**config.mk**
```make
export PLATFORM = sky130hd
export DESIGN_NAME = disturb_test_seq
export DESIGN_NICKNAME = d
export VERILOG_FILES = /design/src/rtl/dts_pkg.sv /design/src/rtl/dts_act_spacer.sv /design/src/rtl/dts_ref_timer.sv /design/src/rtl/dts_flip_cmp.sv /design/src/rtl/disturb_test_seq.sv
export SDC_FILE = /design/constraint.sdc
export NUM_CORES = 1
export LEC_CHECK = 0
export BUFFER_PORTS_ARGS = -buffer_cell sky130_fd_sc_hd__buf_2
export CAP_MARGIN = 20
export CORE_ASPECT_RATIO = 1.5
export CORE_MARGIN = 3
export CORE_UTILIZATION = 40
export DETAILED_ROUTE_END_ITERATION = 8
export GPL_ROUTABILITY_DRIVEN = 0
export MAX_ROUTING_LAYER = met4
export PLACE_DENSITY = 0.6
export SYNTH_ARGS = -nofsm -noshare
export SYNTH_HDL_FRONTEND = slang
export SYNTH_SLANG_ARGS = --single-unit
```
**constraint.sdc**
```tcl
create_clock -name clk -period 4.38 [get_ports clk]
set_input_delay 1.095 -clock clk [delete_from_list [all_inputs] [get_ports clk]]
set_output_delay 1.095 -clock clk [all_outputs]
set_load 0.01 [all_outputs]
```
**src/rtl/dts_pkg.sv**
```systemverilog
package dts_pkg;

    typedef enum logic [2:0] {
        OP_NOP = 3'd0,
        OP_ACT = 3'd1,
        OP_RD  = 3'd2,
        OP_WR  = 3'd3,
        OP_PRE = 3'd4,
        OP_REF = 3'd5
    } op_e;

    typedef enum logic [3:0] {
        S_IDLE, S_FACT, S_FWR, S_FPRE,
        S_HREF, S_HACT, S_HRD, S_HPRE,
        S_RNEXT, S_RACT, S_RRD, S_RWAIT,
        S_RDOWN, S_RUP, S_RPRE, S_DONE
    } st_e;

endpackage

```
**src/rtl/dts_act_spacer.sv**
```systemverilog
// Counts cycles since the last accepted activate and permits the next one
// once the programmed spacing has elapsed.
module dts_act_spacer #(
    parameter int TW = 8
) (
    input  logic          clk,
    input  logic          rst_n,
    input  logic          act_fire,
    input  logic [TW-1:0] gap_min,
    output logic          act_ok
);
    logic [TW-1:0] since_d, since_q;

    always_comb begin
        since_d = since_q;
        if (act_fire)
            since_d = TW'(1);
        else if (since_q != '1)
            since_d = since_q + TW'(1);
    end

    always_ff @(posedge clk or negedge rst_n) begin
        if (!rst_n) since_q <= '1;
        else        since_q <= since_d;
    end

    assign act_ok = (since_q >= gap_min);
endmodule

```
**src/rtl/dts_ref_timer.sv**
```systemverilog
// Counts hammer-phase cycles and raises a pending refresh each period.
module dts_ref_timer #(
    parameter int TW = 8
) (
    input  logic          clk,
    input  logic          rst_n,
    input  logic          clear,
    input  logic          run,
    input  logic          taken,
    input  logic [TW-1:0] period,
    output logic          pending
);
    logic [TW-1:0] cnt_d, cnt_q;
    logic          pend_d, pend_q;

    always_comb begin
        cnt_d  = cnt_q;
        pend_d = pend_q;
        if (clear) begin
            cnt_d  = '0;
            pend_d = 1'b0;
        end else begin
            if (taken) pend_d = 1'b0;
            if (run && period != '0) begin
                if (cnt_q >= period - TW'(1)) begin
                    cnt_d  = '0;
                    pend_d = 1'b1;
                end else begin
                    cnt_d = cnt_q + TW'(1);
                end
            end
        end
    end

    always_ff @(posedge clk or negedge rst_n) begin
        if (!rst_n) begin
            cnt_q  <= '0;
            pend_q <= 1'b0;
        end else begin
            cnt_q  <= cnt_d;
            pend_q <= pend_d;
        end
    end

    assign pending = pend_q;
endmodule

```
**src/rtl/dts_flip_cmp.sv**
```systemverilog
// Splits a readback mismatch into fallen and risen bit masks.
module dts_flip_cmp #(
    parameter int DW = 8
) (
    input  logic [DW-1:0] expect_w,
    input  logic [DW-1:0] data_w,
    output logic [DW-1:0] down_m,
    output logic [DW-1:0] up_m
);
    assign down_m = expect_w & ~data_w;
    assign up_m   = ~expect_w & data_w;
endmodule

```
**src/rtl/disturb_test_seq.sv**
```systemverilog
module disturb_test_seq
    import dts_pkg::*;
#(
    parameter int ROWS   = 16,
    parameter int COLS   = 4,
    parameter int DW     = 8,
    parameter int BANK_W = 3,
    parameter int TW     = 8,
    parameter int ERR_W  = 16,
    localparam int RW    = $clog2(ROWS),
    localparam int CW    = $clog2(COLS)
) (
    input  logic              clk,
    input  logic              rst_n,
    input  logic              start,
    input  logic              mode_sweep,
    input  logic              dual_en,
    input  logic              open_row,
    input  logic [BANK_W-1:0] test_bank,
    input  logic [RW-1:0]     agg_a,
    input  logic [RW-1:0]     agg_b,
    input  logic [DW-1:0]     pattern,
    input  logic [31:0]       hammer_n,
    input  logic [TW-1:0]     act_gap,
    input  logic [TW-1:0]     ref_period,
    output logic              cmd_valid,
    input  logic              cmd_ready,
    output logic [2:0]        cmd_op,
    output logic [BANK_W-1:0] cmd_bank,
    output logic [RW-1:0]     cmd_row,
    output logic [CW-1:0]     cmd_col,
    output logic [DW-1:0]     cmd_wdata,
    input  logic              rd_valid,
    input  logic [DW-1:0]     rd_data,
    output logic              err_valid,
    input  logic              err_ready,
    output logic [RW-1:0]     err_row,
    output logic [CW-1:0]     err_col,
    output logic [DW-1:0]     err_mask,
    output logic              err_dir,
    output logic [ERR_W-1:0]  err_total,
    output logic              busy,
    output logic              done
);
    localparam logic [RW-1:0] LAST_ROW = RW'(ROWS - 1);
    localparam logic [CW-1:0] LAST_COL = CW'(COLS - 1);

    typedef struct packed {
        st_e               st;
        logic [BANK_W-1:0] bank;
        logic              sweep;
        logic              dual;
        logic              open;
        logic [RW-1:0]     agg_a;
        logic [RW-1:0]     agg_b;
        logic [DW-1:0]     pat;
        logic [31:0]       n;
        logic [TW-1:0]     gap;
        logic [TW-1:0]     per;
        logic [RW-1:0]     row;
        logic [RW-1:0]     base;
        logic [CW-1:0]     col;
        logic              sel_b;
        logic [31:0]       iter;
        logic [DW-1:0]     rdat;
        logic [ERR_W-1:0]  total;
        logic              done;
    } seq_t;

    seq_t s_d, s_q;

    logic          hs, ehs, act_ok, ref_pend, dual_live;
    logic          hammer_run, excluded;
    logic [RW-1:0] partner, hrow;
    logic [DW-1:0] cmp_data, down_m, up_m;
    op_e           op;

    assign hs         = cmd_valid && cmd_ready;
    assign ehs        = err_valid && err_ready;
    assign dual_live  = s_q.dual && !s_q.open;
    assign hammer_run = (s_q.st == S_HACT) || (s_q.st == S_HRD) ||
                        (s_q.st == S_HPRE) || (s_q.st == S_HREF);

    // Partner row: sweep uses the upper neighbour, clamped at the last row.
    always_comb begin
        if (s_q.sweep)
            partner = (s_q.base == LAST_ROW) ? s_q.base - RW'(1) : s_q.base + RW'(1);
        else
            partner = s_q.agg_b;
    end

    assign hrow     = (dual_live && s_q.sel_b) ? partner :
                      (s_q.sweep ? s_q.base : s_q.agg_a);
    assign excluded = !s_q.sweep &&
                      ((s_q.row == s_q.agg_a) || (dual_live && s_q.row == s_q.agg_b));
    assign cmp_data = (s_q.st == S_RWAIT) ? rd_data : s_q.rdat;

    dts_act_spacer #(.TW(TW)) spacer_i (
        .clk     (clk),
        .rst_n   (rst_n),
        .act_fire(hs && op == OP_ACT),
        .gap_min (s_q.gap),
        .act_ok  (act_ok)
    );

    dts_ref_timer #(.TW(TW)) reftim_i (
        .clk    (clk),
        .rst_n  (rst_n),
        .clear  (s_q.st == S_IDLE),
        .run    (hammer_run),
        .taken  (hs && op == OP_REF),
        .period (s_q.per),
        .pending(ref_pend)
    );

    dts_flip_cmp #(.DW(DW)) cmp_i (
        .expect_w(s_q.pat),
        .data_w  (cmp_data),
        .down_m  (down_m),
        .up_m    (up_m)
    );

    // Command and report outputs decoded from the registered state.
    always_comb begin
        op        = OP_NOP;
        cmd_valid = 1'b0;
        cmd_row   = s_q.row;
        cmd_col   = '0;
        unique case (s_q.st)
            S_FACT, S_RACT: begin op = OP_ACT; cmd_valid = act_ok; end
            S_HACT:         begin op = OP_ACT; cmd_valid = act_ok; cmd_row = hrow; end
            S_FWR:          begin op = OP_WR;  cmd_valid = 1'b1; cmd_col = s_q.col; end
            S_RRD:          begin op = OP_RD;  cmd_valid = 1'b1; cmd_col = s_q.col; end
            S_HRD:          begin op = OP_RD;  cmd_valid = 1'b1; cmd_row = hrow; end
            S_FPRE, S_RPRE: begin op = OP_PRE; cmd_valid = 1'b1; end
            S_HPRE:         begin op = OP_PRE; cmd_valid = 1'b1; cmd_row = hrow; end
            S_HREF:         begin op = OP_REF; cmd_valid = 1'b1; cmd_row = '0; end
            default:        ;
        endcase
    end

    assign cmd_op    = op;
    assign cmd_bank  = s_q.bank;
    assign cmd_wdata = s_q.pat;
    assign err_valid = (s_q.st == S_RDOWN) || (s_q.st == S_RUP);
    assign err_dir   = (s_q.st == S_RDOWN);
    assign err_mask  = (s_q.st == S_RDOWN) ? down_m : up_m;
    assign err_row   = s_q.row;
    assign err_col   = s_q.col;
    assign err_total = s_q.total;
    assign busy      = (s_q.st != S_IDLE);
    assign done      = s_q.done;

    // Next-state computation.
    always_comb begin
        s_d      = s_q;
        s_d.done = 1'b0;
        if (ehs && s_q.total != '1)
            s_d.total = s_q.total + ERR_W'(1);

        unique case (s_q.st)
            S_IDLE: if (start) begin
                s_d.st    = S_FACT;
                s_d.bank  = test_bank;
                s_d.sweep = mode_sweep;
                s_d.dual  = dual_en;
                s_d.open  = open_row;
                s_d.agg_a = agg_a;
                s_d.agg_b = agg_b;
                s_d.pat   = pattern;
                s_d.n     = hammer_n;
                s_d.gap   = act_gap;
                s_d.per   = ref_period;
                s_d.row   = '0;
                s_d.base  = '0;
                s_d.col   = '0;
                s_d.sel_b = 1'b0;
                s_d.iter  = '0;
                s_d.total = '0;
            end
            S_FACT: if (hs) begin
                s_d.st  = S_FWR;
                s_d.col = '0;
            end
            S_FWR: if (hs) begin
                if (s_q.col == LAST_COL) s_d.st = S_FPRE;
                else                     s_d.col = s_q.col + CW'(1);
            end
            S_FPRE: if (hs) begin
                if (s_q.row != LAST_ROW) begin
                    s_d.row = s_q.row + RW'(1);
                    s_d.st  = S_FACT;
                end else begin
                    s_d.row = '0;
                    s_d.st  = (s_q.n == '0) ? S_RNEXT : S_HACT;
                end
            end
            S_HREF: if (hs) s_d.st = S_HACT;
            S_HACT: if (hs) s_d.st = S_HRD;
            S_HRD: if (hs) begin
                if (!s_q.open) begin
                    s_d.st = S_HPRE;
                end else if (s_q.iter == s_q.n - 32'd1) begin
                    s_d.iter = '0;
                    s_d.st   = S_HPRE;
                end else begin
                    s_d.iter = s_q.iter + 32'd1;
                end
            end
            S_HPRE: if (hs) begin
                if (s_q.open || s_q.iter == s_q.n - 32'd1) begin
                    s_d.iter  = '0;
                    s_d.sel_b = 1'b0;
                    if (s_q.sweep && s_q.base != LAST_ROW) begin
                        s_d.base = s_q.base + RW'(1);
                        s_d.st   = ref_pend ? S_HREF : S_HACT;
                    end else begin
                        s_d.row = '0;
                        s_d.st  = S_RNEXT;
                    end
                end else begin
                    s_d.iter  = s_q.iter + 32'd1;
                    s_d.sel_b = dual_live ? !s_q.sel_b : 1'b0;
                    s_d.st    = ref_pend ? S_HREF : S_HACT;
                end
            end
            S_RNEXT: begin
                if (!excluded) begin
                    s_d.st  = S_RACT;
                    s_d.col = '0;
                end else if (s_q.row == LAST_ROW) begin
                    s_d.st = S_DONE;
                end else begin
                    s_d.row = s_q.row + RW'(1);
                end
            end
            S_RACT: if (hs) s_d.st = S_RRD;
            S_RRD:  if (hs) s_d.st = S_RWAIT;
            S_RWAIT: if (rd_valid) begin
                s_d.rdat = rd_data;
                if (down_m != '0)    s_d.st = S_RDOWN;
                else if (up_m != '0) s_d.st = S_RUP;
                else if (s_q.col == LAST_COL) s_d.st = S_RPRE;
                else begin
                    s_d.col = s_q.col + CW'(1);
                    s_d.st  = S_RRD;
                end
            end
            S_RDOWN, S_RUP: if (ehs) begin
                if (s_q.st == S_RDOWN && up_m != '0) s_d.st = S_RUP;
                else if (s_q.col == LAST_COL)        s_d.st = S_RPRE;
                else begin
                    s_d.col = s_q.col + CW'(1);
                    s_d.st  = S_RRD;
                end
            end
            S_RPRE: if (hs) begin
                if (s_q.row == LAST_ROW) s_d.st = S_DONE;
                else begin
                    s_d.row = s_q.row + RW'(1);
                    s_d.st  = S_RNEXT;
                end
            end
            S_DONE: begin
                s_d.st   = S_IDLE;
                s_d.done = 1'b1;
            end
            default: s_d.st = S_IDLE;
        endcase
    end

    always_ff @(posedge clk or negedge rst_n) begin
        if (!rst_n) s_q <= '0;
        else        s_q <= s_d;
    end
endmodule

```
Word level (Yosys, flattened, before mapping). Cells that the tools add are included. W data, S select, Z words.

Add/subtract/negate cells: 10. Magnitude comparators: 2. Equality and inequality tests: 52. Multiplexer cells: 81. Bitwise operators: 4. Reductions and logical operators: 48.

Operators with widths (number): $mux W4 (33); $mux W117 (1); $mux W32 (3); $pmux W32 S3 (1); $mux W8 (9); $mux W33 (2); $pmux W4 S15 (1); $mux W16 (3); $ne A2 B2 Y1 const B (21); $eq A4 B4 Y1 const B (10); $add A32 B1 Y32 const B (1); $eq A32 B32 Y1 (1); $logic_not A32 Y1 (1); $sub A32 B1 Y32 const B (1); $reduce_bool A8 Y1 (3); $mux W2 (10); $pmux W4 S5 (1); $add A16 B1 Y16 const B (1); $add A8 B1 Y8 const B (2); $and A8 B8 Y8 (2); $eq A4 B3 Y1 const B (4); $ge A8 B8 Y1 (2); $ne A16 B16 Y1 const B (1); $not A8 Y8 (2); 39 further kinds (81).

Register bits: 159.

Longest topological paths before layout.
Depth in word-level cells: 9. Depth in mapped cells: 14. Mapped depth without buffers: 11.

Hierarchy. A second synthesis with hierarchy kept.

Cell total of the unflattened synthesis: 1266. Area total of the unflattened synthesis: 10451.3 sq um.

Modules (own cells, without submodules): disturb_test_seq (instances 1, cells each 1088, area an instance 8869.8 sq um); dts_ref_timer (instances 1, cells each 92, area an instance 820.8 sq um); dts_act_spacer (instances 1, cells each 70, area an instance 620.6 sq um); dts_flip_cmp (instances 1, cells each 16, area an instance 140.1 sq um).

Worst setup path after synthesis. No wires, ideal clock.

Kind: flip-flop to flip-flop. From: reg spacer_i.since_q[0]. To: reg s_q[26] (netlist bit). Arrival: 3.134 ns. Data required time: 4.244 ns. Path slack: 1.110 ns. Cell stages (with the launch flop): 12. Path buffers: 2. Cell sequence: dfstp_2 inv_1 ha_1 nand2b_1 a31oi_1 o21ai_0 a2111oi_0 o21ai_0 o21ai_1 buf_2 clkbuf_1 o21ai_0.

Word-level cells in the longest chain between the ends: 5.

RTL lines: start: declaration (RTL line dts_act_spacer.sv:12) `logic [TW-1:0] since_d, since_q;`; start signal: assignment (RTL line dts_act_spacer.sv:24) `else since_q <= since_d;`; $ge A8 B8 Y1 (*) (RTL line dts_act_spacer.sv:27) `assign act_ok = (since_q >= gap_min);`; $pmux W1 S2 (*) (RTL line disturb_test_seq.sv:129) `unique case (s_q.st)`; $logic_and A1 B1 Y1 (*) (RTL line disturb_test_seq.sv:78) `assign hs = cmd_valid && cmd_ready;`; $ne A2 B2 Y1 (no source line); $reduce_and A5 Y1 (no source line) (*); end signal: assignment (RTL line disturb_test_seq.sv:273) `if (!rst_n) s_q <= '0;`; end signal: assignment (RTL line disturb_test_seq.sv:274) `else s_q <= s_d;`; end: declaration (RTL line disturb_test_seq.sv:70) `seq_t s_d, s_q;`.

Every way passes the cells marked *; elsewhere a longest branch is shown, timed or not. A chain may end at the register's enable or synchronous reset.

Worst setup path after layout.
From: reg spacer_i.since_q[0]. To: out cmd_valid.

Word-level cells in the longest chain between the ends: 2.

RTL lines: $ge A8 B8 Y1 (RTL line dts_act_spacer.sv:27); $pmux W1 S2 (RTL line disturb_test_seq.sv:129); end: declaration (RTL line disturb_test_seq.sv:26) `output logic cmd_valid,`.

No other way between the ends.

==> flow_summary.json <==
{
  "syn_area_per_cell_um2": 8.141,
  "worstPathMaxFanout": 5,
  "routed-via-count": 9467,
  "critPathCaptureType": "output port",
  "worst_pin_slew_ns": 1.070,
  "clockBufferDepth": 2,
  "syn_inst": 1293,
  "seq_area_frac_synth": 0.3789,
  "n_antenna_cell": 0,
  "worst-endpoint-arrival_ns": 2.66,
  "start_kind": "flip-flop",
  "port_buffers": 138,
  "dpl.hpwl_mm": 21.59,
  "drv_cap": 0,
  "rsz0062_at_grt": "false",
  "viasPerCell": 5.523,
  "nets": 1480,
  "place_area_um2": 11290,
  "htreeDepth": 4,
  "yosysWarnings": 0,
  "clk_latency_ns": 0.44,
  "drtIter0Drc": 587,
  "period_needed_ns": 3.754,
  "cts_root_buf": "clkbuf_16",
  "cts_tree": "done",
  "synthesis.area_um2": 10530,
  "ys_types": 81,
  "design.die.area_um2": 28340,
  "tns_ns": 0,
  "cts-resized-gates": 0,
  "p_sw_mw": 3.142,
  "p_seq_frac": 0.340,
  "io_pins": 139,
  "finalCritPeriodShare": 0.8570,
  "setup_viol": 0,
  "worstHoldPathCells": 2,
  "outcome": "finished clean",
  "start_util": 0.4071,
  "drc": 0,
  "hold_viol": 0,
  "crit_start": "spacer_i.since_q[0]",
  "max_slew_margin": 0.2851,
  "syn_nets": 1404,
  "holdCritPathClass": "reg -> reg",
  "holdBufCountCts": 0,
  "async_reset_ff_frac": 1.000,
  "pwr-share-comb": 0.436,
  "required_ns": 3.28,
  "fp.dieW_um": 138.5,
  "ys_ff_latch": 159,
  "track_usage": 0.2084,
  "power_density_nw_per_um2": 625.5,
  "fmax_mhz": 266.4,
  "path_clk_slew_ns": 0.06,
  "antenna_found_initial": 0,
  "overflow": 0,
  "timing.rr.start": "s_q[94]",
  "maxSlewViolCount": 0,
  "wl_per_cell_um": 16.78,
  "std_cell_rows": 72,
  "pwr-share-clk": 0.223,
  "core_area_um2": 25850,
  "total_leakage_power_nw": 5.469,
  "clkSinkCount": 159,
  "crit_end": "cmd_valid",
  "grt_first_pass_wirelength_mm": 46.75,
  "design_area_um2": 11940,
  "reg2reg_slack_ns": 0.75,
  "regToRegEndpoint": "s_q[32]",
  "syn_to_final_growth_pct": 13.43,
  "grt_pass1_vias": 9246,
  "ys.flop_type": "dfrtp_1",
  "synth_edf_count": 0,
  "reg2reg_depth": 10,
  "p_int_mw": 4.327,
  "fin_util": 0.4618,
  "die_y_um": 204.7,
  "switching_share": 0.4206,
  "post_cts.repair.setup_buffers": 0,
  "wl_mm": 28.76,
  "ir_drop_v": 0.0003205,
  "skew_ns": 0.01204,
  "antenna_left": 0,
  "cts_made_buffers": 17,
  "drt-pass1-iter-count": 5,
  "drive_above_1_share": 0.1745,
  "grt_max_degree": 82,
  "criticalPathCategory": "reg -> out"
}
[final cells by class]
cell class | count | area, µm²
repair buffers | 159 | 867.1
clock buffers | 21 | 470.5
clock inverters | 10 | 181.4
flip-flops and latches | 159 | 3989
inverters | 64 | 240.2
well taps | 333 | 416.7
fillers | 2592 | 13910
multi-input cells | 968 | 5776
[flip-flops by register name, summed over array words and instances (netlist names)]
name,cells
done,1
reftim_i.pending,1
err_total,16
spacer_i.since_q,8
cmd_wdata,8
err_col,2
cmd_bank,3
reftim_i.cnt_q,8
err_row,4
s_q,108
[power by group through the flow]
stage               Combinational (mW)  Clock (mW)  Sequential [mW]
finish                            3.26        1.67             2.54
global route                      3.66        1.76             2.63
CTS                               3.28        1.70             2.54
detailed placement                3.26           0             2.57
global placement                  3.22           0             2.55
floorplan                         2.59           0             2.31
[cells by family after synthesis]
| family | count (synthesis) | synth area share |
|---|---|---|
| AO/OA/AOI/OAI | 231 | 0.1439 |
| XOR/XNOR | 73 | 0.06074 |
| adder cells (fa/ha/maj) | 27 | 0.03209 |
| buffers and inverters | 166 | 0.07405 |
| flip-flops | 159 | 0.3789 |
| multiplexers | 33 | 0.03423 |
| AND/OR/NAND/NOR | 604 | 0.2760 |
[cells in the final DEF (no fill, tap or decap), types with 5 or more instances in the layout]
master and n:
nand2_1 285, dfrtp_1 151, buf_2 137, nor2_1 80, inv_1 63, o21ai_0 57
nand3_1 48, xnor2_1 42, nor3_1 37, nand4_1 37, a21oi_1 31, xor2_1 31
o22ai_1 31, a31oi_1 29, ha_1 27, buf_4 20, or3_1 19, mux2i_1 18
clkbuf_16 17, mux2_2 12, and3_1 11, or2_2 10, nor4_1 10, a21o_1 8
dfstp_2 8, and2_1 7, or4_1 7, nand2b_1 7, nor3b_1 7, a211oi_1 6
o211ai_1 6, o32ai_1 5, nor2b_1 5, a22o_1 5, and4_1 5, o31ai_1 5
bufinv_16 5
[through the flow]
step / total power, mW / hold slack, ns / instances / worst slack (ns)
floorplan: 4.896 / 0.4379 / 1293 / 1.110
global placement: 5.771 / 0.4517 / 1683 / 0.8880
detailed placement: 5.827 / 0.4618 / 1683 / 0.7681
CTS: 7.516 / 0.4783 / 1714 / 0.5685
global route: 8.047 / 0.4976 / 1714 / 0.4038
finish: 7.469 / 0.4733 / 1714 / 0.6264
[Yosys cell counts (32+ instances only)]
cell      count  area, µm²
nand3_1      48      240.2
nor3_1       37      185.2
a21oi_1      32      160.2
nand2_1     286       1074
nor2_1       81      304.0
o21ai_0      57      285.3
xnor2_1      42      367.9
dfrtp_1     151       3779
clkbuf_1     55      206.5
nand4_1      37      231.5
inv_1        63      236.5
buf_4        36      270.3
[worst min-delay path by stage]
stage           startpoint     endpoint  slack [ns]
4_1_cts           s_q[133]     s_q[133]        0.48
6_report       cmd_bank[2]  cmd_bank[2]        0.47
3_3_place_gp      s_q[133]     s_q[133]        0.45
3_5_place_dp      s_q[133]     s_q[133]        0.46
5_1_grt        cmd_bank[0]  cmd_bank[0]        0.50
2_1_floorplan     s_q[133]     s_q[133]        0.44
[metal layers]
layer  GRT usage  part of all wire  vias to the layer above
met4     0.07592             0.027                        0
met3     0.03059             0.033                       60
met1      0.2266              0.40                     4539
met5           -                 0                        -
li1            -                 -                     4656
met2      0.3853              0.54                      212
[critical path: stages, from the launching register on]
cell and delay (ns):
dfstp_2 0.60, inv_1 0.06, ha_1 0.25, nand2b_1 0.13, a31oi_1 0.17, o21ai_0 0.13, a2111oi_0 0.43, buf_4 0.21
o21bai_1 0.09, buf_2 0.15
Power figures use the tool's default switching activity.
